<file path="config.mk">
export PLATFORM = sky130hd
export DESIGN_NAME = smb_alert_addr_sel
export DESIGN_NICKNAME = d
export VERILOG_FILES = /design/src/rtl/smb_alert_pkg.sv /design/src/rtl/smb_addr_build.sv /design/src/rtl/smb_alert_ctrl.sv /design/src/rtl/smb_resp_match.sv /design/src/rtl/smb_alert_addr_sel.sv
export SDC_FILE = /design/constraint.sdc
export NUM_CORES = 1
export LEC_CHECK = 0
export BUFFER_PORTS_ARGS = -buffer_cell sky130_fd_sc_hd__buf_2
export CELL_PAD_IN_SITES_DETAIL_PLACEMENT = 0
export CELL_PAD_IN_SITES_GLOBAL_PLACEMENT = 1
export CORE_MARGIN = 3
export CORE_UTILIZATION = 25
export DETAILED_ROUTE_END_ITERATION = 8
export HOLD_SLACK_MARGIN = 0.06
export PLACE_DENSITY_LB_ADDON = 0.1
export SYNTH_ARGS = -nofsm -noshare
export SYNTH_HDL_FRONTEND = slang
export SYNTH_SLANG_ARGS = --single-unit
</file>
<file path="constraint.sdc">
create_clock -name clk_i -period 2.1 [get_ports clk_i]
set_clock_uncertainty 0.15 [all_clocks]
set_input_delay 0.105 -clock clk_i [delete_from_list [all_inputs] [get_ports clk_i]]
set_output_delay 0.105 -clock clk_i [all_outputs]
set_load 0.02 [all_outputs]
</file>
<file path="src/rtl/smb_alert_pkg.sv">
package smb_alert_pkg;
  localparam int unsigned ADDR_W = 7;

  typedef logic [ADDR_W-1:0] smb_addr_t;

  localparam smb_addr_t ARA_ADDR      = 7'h0C;
  localparam smb_addr_t FALLBACK_ADDR = 7'h7F;

  function automatic logic is_rsvd(input smb_addr_t a);
    return (a <= 7'd12) || (a == 7'd40) || (a == 7'd44) ||
           (a == 7'd45) || (a == 7'd55);
  endfunction
endpackage

</file>
<file path="src/rtl/smb_addr_build.sv">
module smb_addr_build
  import smb_alert_pkg::*;
#(
  parameter int unsigned DIG_W = 3
) (
  input  logic [DIG_W-1:0] hi_i,
  input  logic             hi_ok_i,
  input  logic [DIG_W-1:0] lo_i,
  input  logic             lo_ok_i,
  output smb_addr_t        addr_o,
  output logic             rsvd_o
);
  localparam int unsigned STRAP_W = 2 * DIG_W;
  localparam int unsigned PAD_W   = ADDR_W - STRAP_W;

  logic [1:0] ok_vec;
  logic       all_ok;
  smb_addr_t  strap_addr;

  assign ok_vec     = {hi_ok_i, lo_ok_i};
  assign all_ok     = &ok_vec;
  assign strap_addr = {{PAD_W{1'b0}}, hi_i, lo_i};
  assign addr_o     = all_ok ? strap_addr : FALLBACK_ADDR;
  assign rsvd_o     = all_ok && is_rsvd(strap_addr);
endmodule

</file>
<file path="src/rtl/smb_alert_ctrl.sv">
module smb_alert_ctrl #(
  parameter int unsigned N_COND = 8
) (
  input  logic              clk_i,
  input  logic              rst_ni,
  input  logic [N_COND-1:0] cond_set_i,
  input  logic              clear_i,
  input  logic              ara_mode_i,
  input  logic              ara_done_i,
  output logic [N_COND-1:0] cond_o,
  output logic              alert_o
);
  logic [N_COND-1:0] cond_q;
  logic              alert_q;
  logic              any_set;
  logic              release_req;

  for (genvar i = 0; i < N_COND; i++) begin : g_cond
    always_ff @(posedge clk_i or negedge rst_ni) begin
      if (!rst_ni)              cond_q[i] <= 1'b0;
      else if (cond_set_i[i])   cond_q[i] <= 1'b1; // set beats clear
      else if (clear_i)         cond_q[i] <= 1'b0;
    end
  end

  assign any_set     = |cond_set_i;
  assign release_req = clear_i || (ara_mode_i && alert_q && ara_done_i);

  always_ff @(posedge clk_i or negedge rst_ni) begin
    if (!rst_ni)          alert_q <= 1'b0;
    else if (any_set)     alert_q <= 1'b1;
    else if (release_req) alert_q <= 1'b0;
  end

  assign cond_o  = cond_q;
  assign alert_o = alert_q;
endmodule

</file>
<file path="src/rtl/smb_resp_match.sv">
module smb_resp_match
  import smb_alert_pkg::*;
(
  input  logic      hdr_valid_i,
  input  smb_addr_t hdr_addr_i,
  input  smb_addr_t dev_addr_i,
  input  logic      ara_mode_i,
  input  logic      alert_i,
  output logic      ack_o
);
  logic swapped;
  logic hit_dev;
  logic hit_ara;

  // only one address is live at a time
  assign swapped = ara_mode_i && alert_i;
  assign hit_dev = (hdr_addr_i == dev_addr_i) && !swapped;
  assign hit_ara = (hdr_addr_i == ARA_ADDR) && swapped;
  assign ack_o   = hdr_valid_i && (hit_dev || hit_ara);
endmodule

</file>
<file path="src/rtl/smb_alert_addr_sel.sv">
module smb_alert_addr_sel
  import smb_alert_pkg::*;
#(
  parameter int unsigned DIG_W   = 3,
  parameter int unsigned N_COND  = 8,
  parameter int unsigned CFG_W   = 8,
  parameter int unsigned ARA_BIT = 4
) (
  input  logic              clk_i,
  input  logic              rst_ni,
  input  logic [DIG_W-1:0]  strap_hi_i,
  input  logic              strap_hi_ok_i,
  input  logic [DIG_W-1:0]  strap_lo_i,
  input  logic              strap_lo_ok_i,
  input  logic [CFG_W-1:0]  cfg_i,
  input  logic [N_COND-1:0] cond_set_i,
  input  logic              clear_faults_i,
  input  logic              hdr_valid_i,
  input  logic [6:0]        hdr_addr_i,
  input  logic              ara_rd_done_i,
  output logic              ack_o,
  output logic [6:0]        dev_addr_o,
  output logic              addr_rsvd_o,
  output logic [7:0]        ara_byte_o,
  output logic [N_COND-1:0] cond_o,
  output logic              alert_no
);
  smb_addr_t dev_addr;
  logic      ara_mode;
  logic      alert;

  assign ara_mode = cfg_i[ARA_BIT];

  smb_addr_build #(.DIG_W(DIG_W)) u_addr (
    .hi_i    (strap_hi_i),
    .hi_ok_i (strap_hi_ok_i),
    .lo_i    (strap_lo_i),
    .lo_ok_i (strap_lo_ok_i),
    .addr_o  (dev_addr),
    .rsvd_o  (addr_rsvd_o)
  );

  smb_alert_ctrl #(.N_COND(N_COND)) u_alert (
    .clk_i      (clk_i),
    .rst_ni     (rst_ni),
    .cond_set_i (cond_set_i),
    .clear_i    (clear_faults_i),
    .ara_mode_i (ara_mode),
    .ara_done_i (ara_rd_done_i),
    .cond_o     (cond_o),
    .alert_o    (alert)
  );

  smb_resp_match u_match (
    .hdr_valid_i (hdr_valid_i),
    .hdr_addr_i  (hdr_addr_i),
    .dev_addr_i  (dev_addr),
    .ara_mode_i  (ara_mode),
    .alert_i     (alert),
    .ack_o       (ack_o)
  );

  assign dev_addr_o = dev_addr;
  assign ara_byte_o = {dev_addr, 1'b0};
  assign alert_no   = ~alert;
endmodule

</file>
==> key figures <==
Clock network
  • Clock tree sinks: 9
  • H-tree depth: 1
  • Clk Latency, worst-skew pair: 260 ps
  • Post-CTS Setup Bufs: 0
  • Clk buf depth: 2
  • # hold bufs at CTS: 11
  • CTS tree: built
  • Gates resized, CTS repair: 0
  • Cts bufs inserted: 3
  • CTS Root Cell: clkbuf_4
  • Clock Pin Slew Worst Setup and Hold Paths: 60 ps

Yosys
  • Yosys reg bits: 9
  • Top cell type by total area after synthesis: dfrtp_1
  • Sequential share of the synthesized area: 35.2%
  • Post-Syn Instances: 70
  • Syn_area_per_cell: 9.13 um^2
  • Top cells by area, synth: dfrtp_1, a21o_1, buf_4
  • Yosys top cell area share: 35.2%
  • Netlist cell types: 29
  • Net Count, Synth: 106
  • Synth warnings: 0
  • Synthesized area: 639 um^2

Power and ir drop
  • Logic pwr share: 32.7%
  • Maximum VDD drop: 0.338 mV
  • Clk pwr share: 27.6%
  • Power Internal: 0.000327 W
  • Sw Ratio: 31.3%
  • Seq pwr share: 39.7%
  • Psw: 0.000149 W
  • PD cells: 468 mW/mm^2
  • Static Leakage: 0.486 nW

Timing
  • Fmax: 0.508 GHz
  • Tcrit/Tclk final: 93.7%
  • Setup tns final: 0 ps
  • Period minus WS final: 1970 ps
  • Setup violations, final: 0
  • RSZ-0062 raised after global routing: no
  • Slew Viols, Final: 0
  • Final hold violation count: 0

Global routing
  • Number of global-route vias before repair: 768
  • Initial antenna violation count: 0
  • GRT overflow: 0
  • Largest net degree at the start of global routing: 10
  • Global-route wire length before repair: 3280 um
  • Total global-route track usage: 12.5%

Drt
  • DR DRC count: 0
  • DR iter-0 viols: 8
  • WL per Instance: 12.1 um
  • Vias: 720
  • Drt via density: 4.56
  • Final wirelength: 1910 um
  • Drt first pass iters: 4
  • Antenna Nets Post-Route: 0

Critical path
  • Max FO, Critical Path: 2
  • Req. time, crit path: 1850 ps
  • Critical path capture point type: output port
  • CP Launch Type: flop
  • CP arrival: 1710 ps
  • Crit Path Category: reg2out

Worst hold path
  • Worst Hold Class: in2async

Placed design
  • Port bufs: 53
  • Gpl congestion: 0.723
  • DP Area: 880 um^2
  • Post-detail-place hpwl: 1490 um

Finish
  • Final Core Density: 43.8%
  • ANT cells: 0
  • Share of cells above drive strength 1: 45.4%
  • Area Growth Syn to Fin: 58.9%
  • Commonest non-fill, non-tap cells in the layout: buf_2, dlygate4sd3_1, dfrtp_1, a21o_1, nor3_1
  • Post-route cell area: 0.00102 mm^2
  • Nets: 167
  • Most common cell after layout, fill and taps aside: buf_2

Floorplanning
  • Horiz. Die Dim: 56.6 um
  • Core ar.: 0.00232 mm^2
  • Die area: 0.00320 mm^2
  • Ports: 62
  • Initial Util: 27.6%
  • # rows: 17
  • Die Y: 56.6 um

Run
  • Max_cap viols: 0

Status
  • Status: finished clean
## metal layers
metal | routed length (um) | GRT usage, % | up-vias | part of all wire [%]
li1 | - | - | 369 | -
met1 | 712 | 12.9 | 322 | 37
met2 | 1080 | 25.4 | 29 | 56
met3 | 117 | 1.38 | 0 | 6.1
met4 | 0 | 4.07 | 0 | 0
met5 | 0 | 0 | - | 0
## layout make-up
class / count / area, um^2
clock buffers: 4 / 26.3
multi-input cells: 50 / 340
well taps: 28 / 35.0
fillers: 255 / 1300
inverters: 3 / 13.8
repair buffers: 64 / 375
flip-flops and latches: 9 / 225
## sequential cells by signal (all words and copies together) (netlist names)
register,count
u_alert.alert_o,1
u_alert.cond_o,8
## synthesized netlist by cell type
master,instances
nand4b_1,1
conb_1,1
or3_1,1
nand2b_1,2
nor4_1,2
a21oi_1,2
dfrtp_1,9
a41oi_1,1
nor4_2,1
nand3b_1,2
a21o_1,8
buf_4,8
or2b_1,4
and2_0,1
o21ai_0,2
nor3_1,5
o31a_1,2
o311ai_0,1
xor2_1,3
nand3_1,1
nor2b_1,1
or4_1,1
inv_4,1
nand4_1,1
o41ai_1,1
nand2_1,4
inv_1,2
xnor2_1,1
and2_4,1
## path summary, 6_finish.rpt
check                                  startpoint                 to  slack, ps  cells after the start
worst max register to register    u_alert.alert_o    u_alert.alert_o        630                      3
max in group asynchronous                  rst_ni  u_alert.cond_o[3]       1530                      2
worst min-delay path                       rst_ni    u_alert.alert_o         90                      2
worst min register to register  u_alert.cond_o[7]  u_alert.cond_o[7]        320                      1
min in group clk_i              u_alert.cond_o[7]  u_alert.cond_o[7]        320                      1
worst max-delay path              u_alert.alert_o              ack_o        130                      5
## power groups by stage
stage          registers (W)   logic, W  clock network (W)
6_report            0.000189   0.000155           0.000131
2_1_floorplan       0.000206  0.0000669                  0
4_1_cts             0.000189   0.000157           0.000135
3_5_place_dp        0.000192   0.000142                  0
3_3_place_gp        0.000192   0.000142                  0
5_1_grt             0.000191   0.000171           0.000145
## metrics by stage
| stage | hold WS, ps | worst slack (ps) | cells | power [W] |
|---|---|---|---|---|
| 2_1_floorplan | -341 | 306 | 70 | 0.000272 |
| 3_3_place_gp | -179 | 406 | 143 | 0.000334 |
| 3_5_place_dp | -180 | 407 | 143 | 0.000335 |
| 4_1_cts | 72.1 | 119 | 158 | 0.000481 |
| 5_1_grt | 100 | 50.2 | 158 | 0.000506 |
| 6_report | 86.4 | 132 | 158 | 0.000476 |
## cell families after synthesis
| group | Yosys count | synth area share [%] |
|---|---|---|
| buffers and inverters | 11 | 11.5 |
| xor gates and xnor gates | 4 | 5.48 |
| AOI/OAI and AO/OA | 17 | 19.4 |
| other | 1 | 0.587 |
| DFF | 9 | 35.2 |
| and+or+nand+nor | 28 | 27.8 |
## critical path, cell delays in order, from the launching register on
cell	delay, ps
dfrtp_1	340
nand2_1	60
or3_1	290
or4_1	460
o41ai_1	70
buf_2	230
No activity file was read; power rests on OpenSTA's default activity.
